### config.mk
export PLATFORM = sky130hd
export DESIGN_NAME = tf_shadow_regs
export DESIGN_NICKNAME = d
export VERILOG_FILES = /design/src/rtl/tf_pkg.sv /design/src/rtl/tf_hist_byte.sv /design/src/rtl/tf_addr_decode.sv /design/src/rtl/tf_cmd_unit.sv /design/src/rtl/tf_lba_build.sv /design/src/rtl/tf_shadow_regs.sv
export SDC_FILE = /design/constraint.sdc
export NUM_CORES = 1
export LEC_CHECK = 0
export CORE_MARGIN = 2
export CORE_UTILIZATION = 54
export CTS_BUF_LIST = sky130_fd_sc_hd__clkbuf_8
export CTS_CLUSTER_DIAMETER = 80
export DETAILED_ROUTE_END_ITERATION = 6
export PLACE_DENSITY_LB_ADDON = 0.3
export SLEW_MARGIN = 20
export SYNTH_ARGS = -nofsm -noshare
export SYNTH_HDL_FRONTEND = slang
export SYNTH_SLANG_ARGS = --single-unit
### constraint.sdc
create_clock -name clk -period 3.1 [get_ports clk]
set_input_delay 0.62 -clock clk [delete_from_list [all_inputs] [get_ports clk]]
set_output_delay 0.62 -clock clk [all_outputs]
set_load 0.005 [all_outputs]
### src/rtl/tf_pkg.sv
package tf_pkg;
  localparam int BYTE_W   = 8;
  localparam int NIB_W    = BYTE_W / 2;
  localparam int WIDE_W   = 2 * BYTE_W;
  localparam int LBA_W    = 6 * BYTE_W;
  localparam int NUM_HIST = 5;
  localparam int NUM_REG  = 7;

  // register index = bus address - 1
  localparam int IX_FEAT = 0;
  localparam int IX_CNT  = 1;
  localparam int IX_LOW  = 2;
  localparam int IX_MID  = 3;
  localparam int IX_HIGH = 4;
  localparam int IX_DEV  = 5;
  localparam int IX_CMD  = 6;

  localparam logic [BYTE_W-1:0] OP_RD_EXT = 8'h24;
  localparam logic [BYTE_W-1:0] OP_WR_EXT = 8'h34;

  localparam int DEV_SEL_BIT = 4;
  localparam int DEV_LBA_BIT = 6;

  typedef logic [BYTE_W-1:0] byte_t;

  function automatic logic opcode_is_wide(input byte_t op);
    return (op == OP_RD_EXT) || (op == OP_WR_EXT);
  endfunction

  function automatic logic [LBA_W-1:0] lba_from_pairs(
    input byte_t lo_old, input byte_t mi_old, input byte_t hi_old,
    input byte_t lo_new, input byte_t mi_new, input byte_t hi_new);
    return {hi_old, mi_old, lo_old, hi_new, mi_new, lo_new};
  endfunction

  function automatic logic [LBA_W-1:0] lba_from_nibble(
    input logic [NIB_W-1:0] nib,
    input byte_t lo_new, input byte_t mi_new, input byte_t hi_new);
    return {{(LBA_W - 3*BYTE_W - NIB_W){1'b0}}, nib, hi_new, mi_new, lo_new};
  endfunction

  function automatic logic [WIDE_W-1:0] join_word(
    input logic wide, input byte_t older, input byte_t newer);
    return wide ? {older, newer} : {{BYTE_W{1'b0}}, newer};
  endfunction
endpackage

### src/rtl/tf_hist_byte.sv
module tf_hist_byte #(
  parameter int W = 8
) (
  input  logic         clk,
  input  logic         rst_n,
  input  logic         load,
  input  logic [W-1:0] din,
  output logic [W-1:0] cur,
  output logic [W-1:0] prev
);
  always_ff @(posedge clk) begin
    if (!rst_n) begin
      cur  <= '0;
      prev <= '0;
    end else if (load) begin
      prev <= cur;
      cur  <= din;
    end
  end
endmodule

### src/rtl/tf_addr_decode.sv
module tf_addr_decode #(
  parameter int ADDR_W = 3,
  parameter int N_REG  = 7
) (
  input  logic              wr_en,
  input  logic [ADDR_W-1:0] wr_addr,
  output logic [N_REG-1:0]  sel
);
  // register i answers to bus address i+1; address 0 selects nothing
  for (genvar i = 0; i < N_REG; i++) begin : g_sel
    assign sel[i] = wr_en && (wr_addr == ADDR_W'(i + 1));
  end
endmodule

### src/rtl/tf_cmd_unit.sv
module tf_cmd_unit
  import tf_pkg::*;
(
  input  logic  clk,
  input  logic  rst_n,
  input  logic  load,
  input  byte_t din,
  output logic  valid,
  output byte_t opcode,
  output logic  wide
);
  always_ff @(posedge clk) begin
    if (!rst_n) begin
      valid  <= 1'b0;
      opcode <= '0;
      wide   <= 1'b0;
    end else begin
      valid <= load;
      if (load) begin
        opcode <= din;
        wide   <= opcode_is_wide(din);
      end
    end
  end
endmodule

### src/rtl/tf_lba_build.sv
module tf_lba_build
  import tf_pkg::*;
(
  input  logic             wide,
  input  byte_t            lo_new,
  input  byte_t            mi_new,
  input  byte_t            hi_new,
  input  byte_t            lo_old,
  input  byte_t            mi_old,
  input  byte_t            hi_old,
  input  logic [NIB_W-1:0] dev_nib,
  output logic [LBA_W-1:0] lba
);
  logic [LBA_W-1:0] lba48, lba28;
  assign lba48 = lba_from_pairs(lo_old, mi_old, hi_old, lo_new, mi_new, hi_new);
  assign lba28 = lba_from_nibble(dev_nib, lo_new, mi_new, hi_new);
  assign lba   = wide ? lba48 : lba28;
endmodule

### src/rtl/tf_shadow_regs.sv
module tf_shadow_regs
  import tf_pkg::*;
#(
  parameter int ADDR_W = 3
) (
  input  logic              clk,
  input  logic              rst_n,
  input  logic              wr_en,
  input  logic [ADDR_W-1:0] wr_addr,
  input  logic [7:0]        wr_data,
  output logic [47:0]       lba_addr,
  output logic [15:0]       sect_count,
  output logic [15:0]       feature_word,
  output logic [7:0]        dev_reg,
  output logic              dev_sel,
  output logic              lba_mode,
  output logic              lba_wide,
  output logic              cmd_valid,
  output logic [7:0]        cmd_opcode
);
  logic [NUM_REG-1:0] sel;
  byte_t hcur  [NUM_HIST];
  byte_t hprev [NUM_HIST];
  byte_t dev_q;

  // named internal events for the checker
  logic  low_load;
  byte_t low_cur_w, low_prev_w;

  tf_addr_decode #(.ADDR_W(ADDR_W), .N_REG(NUM_REG)) u_dec (
    .wr_en(wr_en), .wr_addr(wr_addr), .sel(sel)
  );

  for (genvar g = 0; g < NUM_HIST; g++) begin : g_hist
    tf_hist_byte #(.W(BYTE_W)) u_hist (
      .clk(clk), .rst_n(rst_n), .load(sel[g]), .din(wr_data),
      .cur(hcur[g]), .prev(hprev[g])
    );
  end

  always_ff @(posedge clk) begin
    if (!rst_n)          dev_q <= '0;
    else if (sel[IX_DEV]) dev_q <= wr_data;
  end

  tf_cmd_unit u_cmd (
    .clk(clk), .rst_n(rst_n), .load(sel[IX_CMD]), .din(wr_data),
    .valid(cmd_valid), .opcode(cmd_opcode), .wide(lba_wide)
  );

  tf_lba_build u_lba (
    .wide(lba_wide),
    .lo_new(hcur[IX_LOW]),  .mi_new(hcur[IX_MID]),  .hi_new(hcur[IX_HIGH]),
    .lo_old(hprev[IX_LOW]), .mi_old(hprev[IX_MID]), .hi_old(hprev[IX_HIGH]),
    .dev_nib(dev_q[NIB_W-1:0]),
    .lba(lba_addr)
  );

  assign sect_count   = join_word(lba_wide, hprev[IX_CNT],  hcur[IX_CNT]);
  assign feature_word = join_word(lba_wide, hprev[IX_FEAT], hcur[IX_FEAT]);
  assign dev_reg      = dev_q;
  assign dev_sel      = dev_q[DEV_SEL_BIT];
  assign lba_mode     = dev_q[DEV_LBA_BIT];

  assign low_load   = sel[IX_LOW];
  assign low_cur_w  = hcur[IX_LOW];
  assign low_prev_w = hprev[IX_LOW];
endmodule

==> results of run 1 <==
worst min path at each step:
| stage | slack (ns) | depth (start not counted) | from | end |
|---|---|---|---|---|
| after floorplan | 0.43 | 2 | g_hist[0].u_hist.prev[0] | g_hist[0].u_hist.prev[0] |
| after global placement | 0.44 | 2 | g_hist[2].u_hist.prev[4] | g_hist[2].u_hist.prev[4] |
| after detailed placement | 0.44 | 2 | g_hist[2].u_hist.prev[6] | g_hist[2].u_hist.prev[6] |
| after CTS | 0.45 | 2 | g_hist[0].u_hist.prev[5] | g_hist[0].u_hist.prev[5] |
| after global routing | 0.47 | 2 | g_hist[1].u_hist.prev[3] | g_hist[1].u_hist.prev[3] |
| final | 0.45 | 2 | g_hist[0].u_hist.prev[5] | g_hist[0].u_hist.prev[5] |
per-stage QoR:
step	util	cell area (µm²)	hold slack (ns)	cells
after global placement	0.679	5190	0.437	664
after floorplan	-	4210	0.430	494
after CTS	0.703	5380	0.454	680
final	0.703	5380	0.451	680
after detailed placement	0.679	5190	0.441	664
after global routing	0.703	5380	0.469	680
power groups by stage:
stage / registers, mW / logic, mW / clock network [mW]
4_1_cts: 1.29 / 0.158 / 0.791
3_5_place_dp: 1.32 / 0.157 / 0
2_1_floorplan: 1.32 / 0.0956 / 0
3_3_place_gp: 1.32 / 0.154 / 0
5_1_grt: 1.29 / 0.171 / 0.846
6_report: 1.29 / 0.158 / 0.776
per-layer routing:
| layer | vias up | share of wire | routed length [µm] | global-route usage |
|---|---|---|---|---|
| met2 | 102 | 0.50 | 4970 | 0.414 |
| met3 | 15 | 0.060 | 601 | 0.0641 |
| met1 | 1639 | 0.42 | 4230 | 0.285 |
| li1 | 1746 | - | - | - |
| met5 | - | 0 | 0 | 0 |
| met4 | 0 | 0.016 | 159 | 0.0821 |
area by class of cell:
class | count | area [µm²] | share of cell area
Sequential cell | 98 | 1960 | 0.365
Multi-Input combinational cell | 348 | 1950 | 0.363
Timing Repair Buffer | 116 | 1150 | 0.214
Clock buffer | 11 | 151 | 0.0282
Tap cell | 102 | 128 | 0.0237
Clock inverter | 5 | 36.3 | 0.00675
worst min-delay path: cells and delay by family (launching register included):
family	cells	cell delay, ns
and+or+nand+nor	1	0.05
AOI/OAI and AO/OA	1	0.05
DFF	1	0.31
layout by cell type, fill, tap and decap left out, types with 4 or more instances in the layout:
cell               n
nand2_1          192
clkdlybuf4s50_1  112
dfxtp_1           98
a21boi_0          43
a21boi_1          41
and2_1            37
a21boi_2          12
clkbuf_8          11
mux2_2             4
cell usage after synthesis, drive strengths merged:
| master | count |
|---|---|
| a21boi | 96 |
| and2 | 37 |
| and4 | 1 |
| and4b | 3 |
| and4bb | 3 |
| buf | 29 |
| clkbuf | 19 |
| dfxtp | 98 |
| mux2 | 4 |
| nand2 | 193 |
| nand3 | 1 |
| nand4 | 2 |
| nand4b | 3 |
| nand4bb | 3 |
| nor3b | 1 |
| nor4b | 1 |
cell families (layout without fill, tap and decap cells):
logic type | Yosys count | after routing | synth area share
multiplexers | 4 | 4 | 0.0107
AND/OR/NAND/NOR | 248 | 248 | 0.271
AO/OA/AOI/OAI | 96 | 96 | 0.182
flip-flops | 98 | 98 | 0.467
buffers and inverters | 48 | 132 | 0.0693
==> impl_metrics.yaml, run 1 <==
timing:
  post-route-min-period_ns: 2.35
  slew_viol_final: 0
  fin_skew_ns: 0.0101
  setup-violations-final: 0
  timing_hold_violations_final: 0
  fin_crit_sh: 0.759
  relSlewSlack: 0.479
  timing.setup.tns_ns: 0
  rsz0062_at_grt: "no"
  fmax_ghz: 0.425
  layout_setup_ws_ns: 0.748
  worst_slew_pin_slew_ns: 0.781
logic_synthesis:
  ys_ff_latch: 98
  avgSynthCellArea_um2: 8.51
  yosysTopAreaCell: "dfxtp_1"
  synthTopCellsByArea: "dfxtp_1 47%, nand2_1 17%, a21boi_0 7.7%, a21boi_1 7.3%, and2_1 5.5%"
  netlist_instances: 494
  ys_warn_count: 0
  syn_nets: 508
  syn_area_um2: 4210
  yosysUniqueCellTypes: 24
  ys_seq_area_frac: 0.467
  yosysTopAreaCellShare: 0.467
routing:
  wl_per_cell_um: 14.6
  drc: 0
  drt-initial-drc-count: 114
  detail_route.vias_per_cell: 5.15
  via_count: 3502
  routed_wl_mm: 9.95
  first_pass_iters: 5
  ant_nets: 0
setup_path:
  cp.required_ns: 2.48
  end_kind: "output port"
  slowest_delay_ns: 0.47
  cp_top_family: "buffers and inverters"
  worstSetupPathType: "reg2out"
  crit_cells: 3
  path_buf_inv: 2
  r2r_setup_slack_ns: 2.30
  worst_ep_arrival_time_ns: 1.73
  cp_slowest_cell: "clkdlybuf4s50_1"
  endpoint: "lba_addr[26]"
  r2r_cells: 3
  cp_max_fo: 16
  startpoint: "u_cmd.wide"
  rr_startpoint: "u_cmd.wide"
  crit_chain: "buf_4 > mux2_2 > clkdlybuf4s50_1"
  worst_r2r_endpoint: "u_cmd.wide"
  critPathLaunchType: "flop"
final_layout:
  top_regs: "g_hist.u_hist.cur (40), g_hist.u_hist.prev (40)"
  area_growth_pct: 27.9
  fin_nets: 587
  drive_above_1_share: 0.0675
  antenna-diode-count: 0
  n_fill_cell: 632
global_route:
  grt_pass1_wl_mm: 16.0
  grt_usage: 0.238
  grt_max_degree: 100
  grt_antenna_before_repair: 0
  grt-ovfl-total: 0
  grt_pass1_vias: 3306
power:
  total_power_mw: 2.22
  clockPowerShare: 0.349
  p_int_mw: 1.69
  ir_worst_vdd_mv: 0.245
  leakage_nw: 1.81
  p_sw_frac: 0.238
  pwr-share-seq: 0.580
  power.switching_mw: 0.529
  power.share.combinational: 0.071
  power_density_nw_per_um2: 413
run_status:
  status: "complete, no violations"
clock_network:
  clk_pin_slew_ns: 0.08
  cts-root-buf: "clkbuf_8"
  clock-sinks: 98
  cts_buffer_depth: 2
  post_cts_buffers: 0
  ctsResizeCount: 0
  cts_buffers: 9
  htreeDepth: 3
  cts_tree: "built"
  clock_latency_ns: 0.36
  hold_buffers: 0
floorplanning:
  io-pin-count: 114
  die_h_um: 92.2
  core.rowCount: 32
  die-area_um2: 8510
  die_w_um: 92.2
  start_util: 0.550
  core_area_um2: 7650
place:
  io_buffers: 113
  dpl.hpwl_mm: 6.61
  gp_congestion: 0.759
  dp_slack_ns: 0.604
run:
  cap_violations: 0
hold_path:
  min_path_type: "reg2reg"
No activity file was read; power rests on OpenSTA's default activity.
==> run 2, diff against run 1 <==
CORE_UTILIZATION = 45   (was 54)
clock period = 2 ns   (was 3.1 ns; I/O delays follow)
==> run 2 against run 1 <==
First-iteration DRC count is 39% higher. Die area is 19% higher. Flip-flop and latch count stayed put. Clock skew is 0.0021 ns lower. Final cell count is 4.0% higher. Largest cell class unchanged. Global-route usage is 3.3 points lower. Register-to-register slack worse by 1.0 ns. Via count is 2.2% higher. Count of clock-buffer cells in the layout is 1 lower. Sequential share of layout area is 1.7 points lower. Hold slack worse by 0.00070 ns. Critical endpoint is now lba_addr[24].
==> impl_metrics.yaml, run 2 (same netlist as run 1, synthesis figures left out) <==
setup_path:
  cp_top_family: "buffers and inverters"
  crit_cells: 4
  critPathLaunchType: "flop"
  crit_chain: "buf_8 > buf_6 > mux2_2 > dlygate4sd2_1"
  cp.required_ns: 1.60
  worstSetupPathType: "reg2out"
  cp_max_fo: 6
  cp_slowest_cell: "dfxtp_4"
  worst_r2r_endpoint: "u_cmd.wide"
  worst_ep_arrival_time_ns: 1.54
  startpoint: "u_cmd.wide"
  endpoint: "lba_addr[24]"
  r2r_setup_slack_ns: 1.25
  slowest_delay_ns: 0.38
  r2r_cells: 3
  rr_startpoint: "u_cmd.wide"
  end_kind: "output port"
  path_buf_inv: 3
place:
  io_buffers: 113
  dpl_cell_area_um2: 5390
  gp_congestion: 0.763
  dp_slack_ns: -0.0506
  dpl.hpwl_mm: 6.87
clock_network:
  clk_pin_slew_ns: 0.09
  cts_buffers: 9
  clock-sinks: 98
  cts-root-buf: "clkbuf_8"
  cts_buffer_depth: 2
  cts_tree: "built"
  clock_latency_ns: 0.35
  htreeDepth: 3
floorplanning:
  die_h_um: 101
  die-area_um2: 10100
  start_util: 0.459
  core_area_um2: 9150
  die_w_um: 101
  io-pin-count: 114
  core.rowCount: 35
power:
  p_int_mw: 2.58
  p_sw_frac: 0.232
  clockPowerShare: 0.325
  pwr-share-seq: 0.594
  power.share.combinational: 0.080
  power_density_nw_per_um2: 594
  leakage_nw: 2.20
  ir_worst_vdd_mv: 0.313
  power.switching_mw: 0.778
run_status:
  status: "complete, no violations"
final_layout:
  top_regs: "g_hist.u_hist.cur (40), g_hist.u_hist.prev (40)"
  area_growth_pct: 34.4
  fin_nets: 607
  layout.cells.most_common_list: "192 x nand2_1, 97 x dfxtp_1, 94 x clkdlybuf4s50_1"
  drive_above_1_share: 0.0956
  final_cell_area_um2: 5650
  n_fill_cell: 803
  final_common_cell: "nand2_1"
  antenna-diode-count: 0
global_route:
  grt_max_degree: 100
  grt_usage: 0.205
  grt-ovfl-total: 0
  grt_antenna_before_repair: 0
  grt_pass1_vias: 3335
  grt_pass1_wl_mm: 16.3
run:
  cap_violations: 0
timing:
  fmax_ghz: 0.516
  setup-violations-final: 0
  rsz0062_at_grt: "no"
  relSlewSlack: 0.689
  timing.setup.tns_ns: 0
  slew_viol_final: 0
  fin_skew_ns: 0.00798
  fin_crit_sh: 0.970
  layout_setup_ws_ns: 0.0610
  worst_slew_pin_slew_ns: 0.466
  timing_hold_violations_final: 0
  post-route-min-period_ns: 1.94
routing:
  detail_route.vias_per_cell: 5.06
  via_count: 3578
  drt-initial-drc-count: 158
  wl_per_cell_um: 14.6
  routed_wl_mm: 10.3
  ant_nets: 0
  drc: 0
  first_pass_iters: 5
hold_path:
  min_path_type: "reg2reg"
  worstHoldPathCells: 2
run 2: cell types whose count changed in the layout (fill, tap and decap cells not counted), sizes merged, moves of 4 or more:
| cell | change |
|---|---|
| buf | +20 |
| clkdlybuf4s50 | -18 |
| dlymetal6s2s | +14 |
| dlygate4sd2 | +4 |
run 2: worst min path at each step:
stage	slack [ns]	startpoint	to
5_1_grt	0.48	g_hist[1].u_hist.prev[1]	g_hist[1].u_hist.prev[1]
4_1_cts	0.45	g_hist[4].u_hist.prev[1]	g_hist[4].u_hist.prev[1]
3_3_place_gp	0.44	g_hist[2].u_hist.prev[4]	g_hist[2].u_hist.prev[4]
2_1_floorplan	0.43	g_hist[0].u_hist.prev[0]	g_hist[0].u_hist.prev[0]
3_5_place_dp	0.44	g_hist[0].u_hist.prev[1]	g_hist[0].u_hist.prev[1]
6_report	0.45	g_hist[0].u_hist.prev[1]	g_hist[0].u_hist.prev[1]
run 2: layer usage:
layer / vias up / track usage / part of all wire
li1: 1780 / - / -
met4: 0 / 0.0759 / 0.014
met5: - / 0 / 0
met1: 1681 / 0.266 / 0.44
met3: 11 / 0.0437 / 0.058
met2: 106 / 0.335 / 0.49
run 2: area by class of cell:
| cell class | instances | area (µm²) | area share |
|---|---|---|---|
| clock buffers | 10 | 138 | 0.0244 |
| repair buffers | 136 | 1440 | 0.254 |
| clock inverters | 4 | 21.3 | 0.00376 |
| flip-flops and latches | 98 | 1970 | 0.348 |
| well taps | 111 | 139 | 0.0246 |
| multi-input cells | 348 | 1950 | 0.345 |
run 2: per-stage QoR:
stage	power [mW]	hold WS (ns)	utilization	instances
2_1_floorplan	2.19	0.430	-	494
3_3_place_gp	2.31	0.438	0.589	688
3_5_place_dp	2.31	0.442	0.589	688
4_1_cts	3.39	0.454	0.610	706
5_1_grt	3.49	0.475	0.617	707
6_report	3.35	0.450	0.617	707
run 2: worst min-delay path, cell delays in order (launching register included):
cell,delay [ns]
dfxtp_1,0.31
nand2_1,0.05
a21boi_1,0.05
run 2: what timing repair did:
action,in CTS,in global routing
buffers inserted,4,1
gates resized for setup,8,20
endpoints found under the setup margin,28,35
hold buffers,0,0
run 2: power by group through the flow:
stage	clock network, mW	registers (mW)	logic, mW
5_1_grt	1.20	2.00	0.291
6_report	1.09	1.99	0.270
3_5_place_dp	0	2.04	0.270
4_1_cts	1.12	2.00	0.270
2_1_floorplan	0	2.04	0.148
3_3_place_gp	0	2.04	0.266
==> run 3, diff against run 2 <==
CORE_UTILIZATION = 54   (was 45)
CTS_CLUSTER_SIZE = 30   (was not set)
clock period = 2.52 ns   (was 2 ns; I/O delays follow)
==> run 3 against run 2 <==
Critical path depth is 1 lower. Clock power rose by 29%. Routed wire length fell by 3.3%. Utilization increased by 11 points. Flip-flop and latch count unchanged. Die area fell by 16%. Total power down 4.9%. Non-clock buffer count shrank 11. First-iteration DRC count decreased by 5.7%. Sequential power down 21%. Sequential share of layout area rose by 0.51 points. Via count fell by 2.1%. Critical path type unchanged. Largest power group unchanged.
==> impl_metrics.yaml, run 3 (same netlist as run 1, synthesis figures left out) <==
setup_path:
  slowest_delay_ns: 0.45
  critPathLaunchType: "flop"
  crit_chain: "buf_4 > mux2_2 > clkdlybuf4s50_1"
  worst_ep_arrival_time_ns: 1.74
  startpoint: "u_cmd.wide"
  worstSetupPathType: "reg2out"
  cp.required_ns: 2.02
  cp_max_fo: 19
  cp_slowest_cell: "clkdlybuf4s50_1"
  end_kind: "output port"
  rr_startpoint: "u_cmd.wide"
global_route:
  grt_usage: 0.249
  grt_pass1_wl_mm: 16.8
  grt_pass1_vias: 3477
  grt_max_degree: 65
  grt-ovfl-total: 0
  grt_antenna_before_repair: 0
routing:
  wl_met1_mm: 4.24
  met3WireLength_um: 466
  first_pass_iters: 4
  dr_wl_met2_mm: 5.11
  ant_nets: 0
  routed_wl_mm: 10.0
  drt-initial-drc-count: 149
  detail_route.vias_per_cell: 5.09
  top_layer: "met4"
  drc: 0
  wl_per_cell_um: 14.5
  via_count: 3504
power:
  ir_worst_vdd_mv: 0.357
  leakage_nw: 1.90
  power_density_nw_per_um2: 574
timing:
  slew_viol_final: 0
  worst_slew_pin_slew_ns: 0.643
  rsz0062_at_grt: "no"
  setup-violations-final: 0
  layout_setup_ws_ns: 0.274
  timing_hold_violations_final: 0
  relSlewSlack: 0.569
  fmax_ghz: 0.445
  timing.setup.tns_ns: 0
  post-route-min-period_ns: 2.25
  fin_skew_ns: 0.00307
  fin_crit_sh: 0.891
clock_network:
  cts_buffer_depth: 2
  clk_pin_slew_ns: 0.09
  ctsResizeCount: 0
  cts_buffers: 9
  cts-root-buf: "clkbuf_8"
  cts_tree: "built"
  clock_latency_ns: 0.35
  clock-sinks: 98
  post_cts_buffers: 0
  hold_buffers: 0
  htreeDepth: 3
final_layout:
  fin_nets: 596
  area_growth_pct: 32.2
  final_common_cell: "nand2_1"
  layout.cells.most_common_list: "192 x nand2_1, 112 x clkdlybuf4s50_1, 98 x dfxtp_1"
  top_regs: "g_hist.u_hist.cur (40), g_hist.u_hist.prev (40)"
  drive_above_1_share: 0.0802
  antenna-diode-count: 0
floorplanning:
  io-pin-count: 114
  core_area_um2: 7650
  core.rowCount: 32
  die-area_um2: 8510
  start_util: 0.550
  die_w_um: 92.2
  die_h_um: 92.2
run_status:
  status: "complete, no violations"
place:
  gp_congestion: 0.748
  dp_slack_ns: 0.178
  io_buffers: 113
  dpl.hpwl_mm: 6.80
hold_path:
  min_path_type: "reg2reg"
  hold_start: "g_hist[4].u_hist.prev[1]"
run:
  cap_violations: 0
-- run 3: cell type report --
| cell class | instances | area (µm²) |
|---|---|---|
| Clock inverter | 5 | 150 |
| Clock buffer | 10 | 138 |
| Timing Repair Buffer | 125 | 1230 |
| Tap cell | 102 | 128 |
| Multi-Input combinational cell | 348 | 1950 |
| Sequential cell | 98 | 1960 |
| Fill cell | 618 | 2090 |
-- run 3: final timing paths --
kind / end / slack [ns] / cells past startpoint
min: g_hist[4].u_hist.prev[1] / 0.45 / 2
max reg2reg: u_cmd.wide / 1.74 / 3
min reg2reg: g_hist[4].u_hist.prev[1] / 0.45 / 2
max: lba_addr[26] / 0.27 / 3
-- run 3: layer usage --
layer / vias up / GRT usage
met5: - / 0
met4: 0 / 0.0933
met3: 17 / 0.0353
met2: 100 / 0.436
met1: 1627 / 0.312
li1: 1760 / -
-- run 3: power breakdown --
group	switching [mW]	internal [mW]	leakage (nW)	total, mW
Sequential	0.0152	1.57	0.791	1.58
Combinational	0.102	0.101	0.968	0.203
Clock	0.524	0.882	0.143	1.41
Total	0.641	2.55	1.90	3.19
-- run 3: metrics by stage --
stage / instance area (µm²) / utilization / hold slack [ns] / std cells / total power, mW
3_3_place_gp: 5270 / 0.689 / 0.436 / 673 / 1.82
3_5_place_dp: 5270 / 0.689 / 0.441 / 673 / 1.82
4_1_cts: 5560 / 0.727 / 0.453 / 688 / 3.20
6_report: 5560 / 0.727 / 0.452 / 688 / 3.19
5_1_grt: 5560 / 0.727 / 0.469 / 688 / 3.28
2_1_floorplan: 4210 / - / 0.430 / 494 / 1.74
-- run 3: critical path, delay by kind of cell, from the launching register on --
family / cells / cell delay (ns)
flip-flops: 1 / 0.34
multiplexers: 1 / 0.38
buffers and inverters: 2 / 0.68
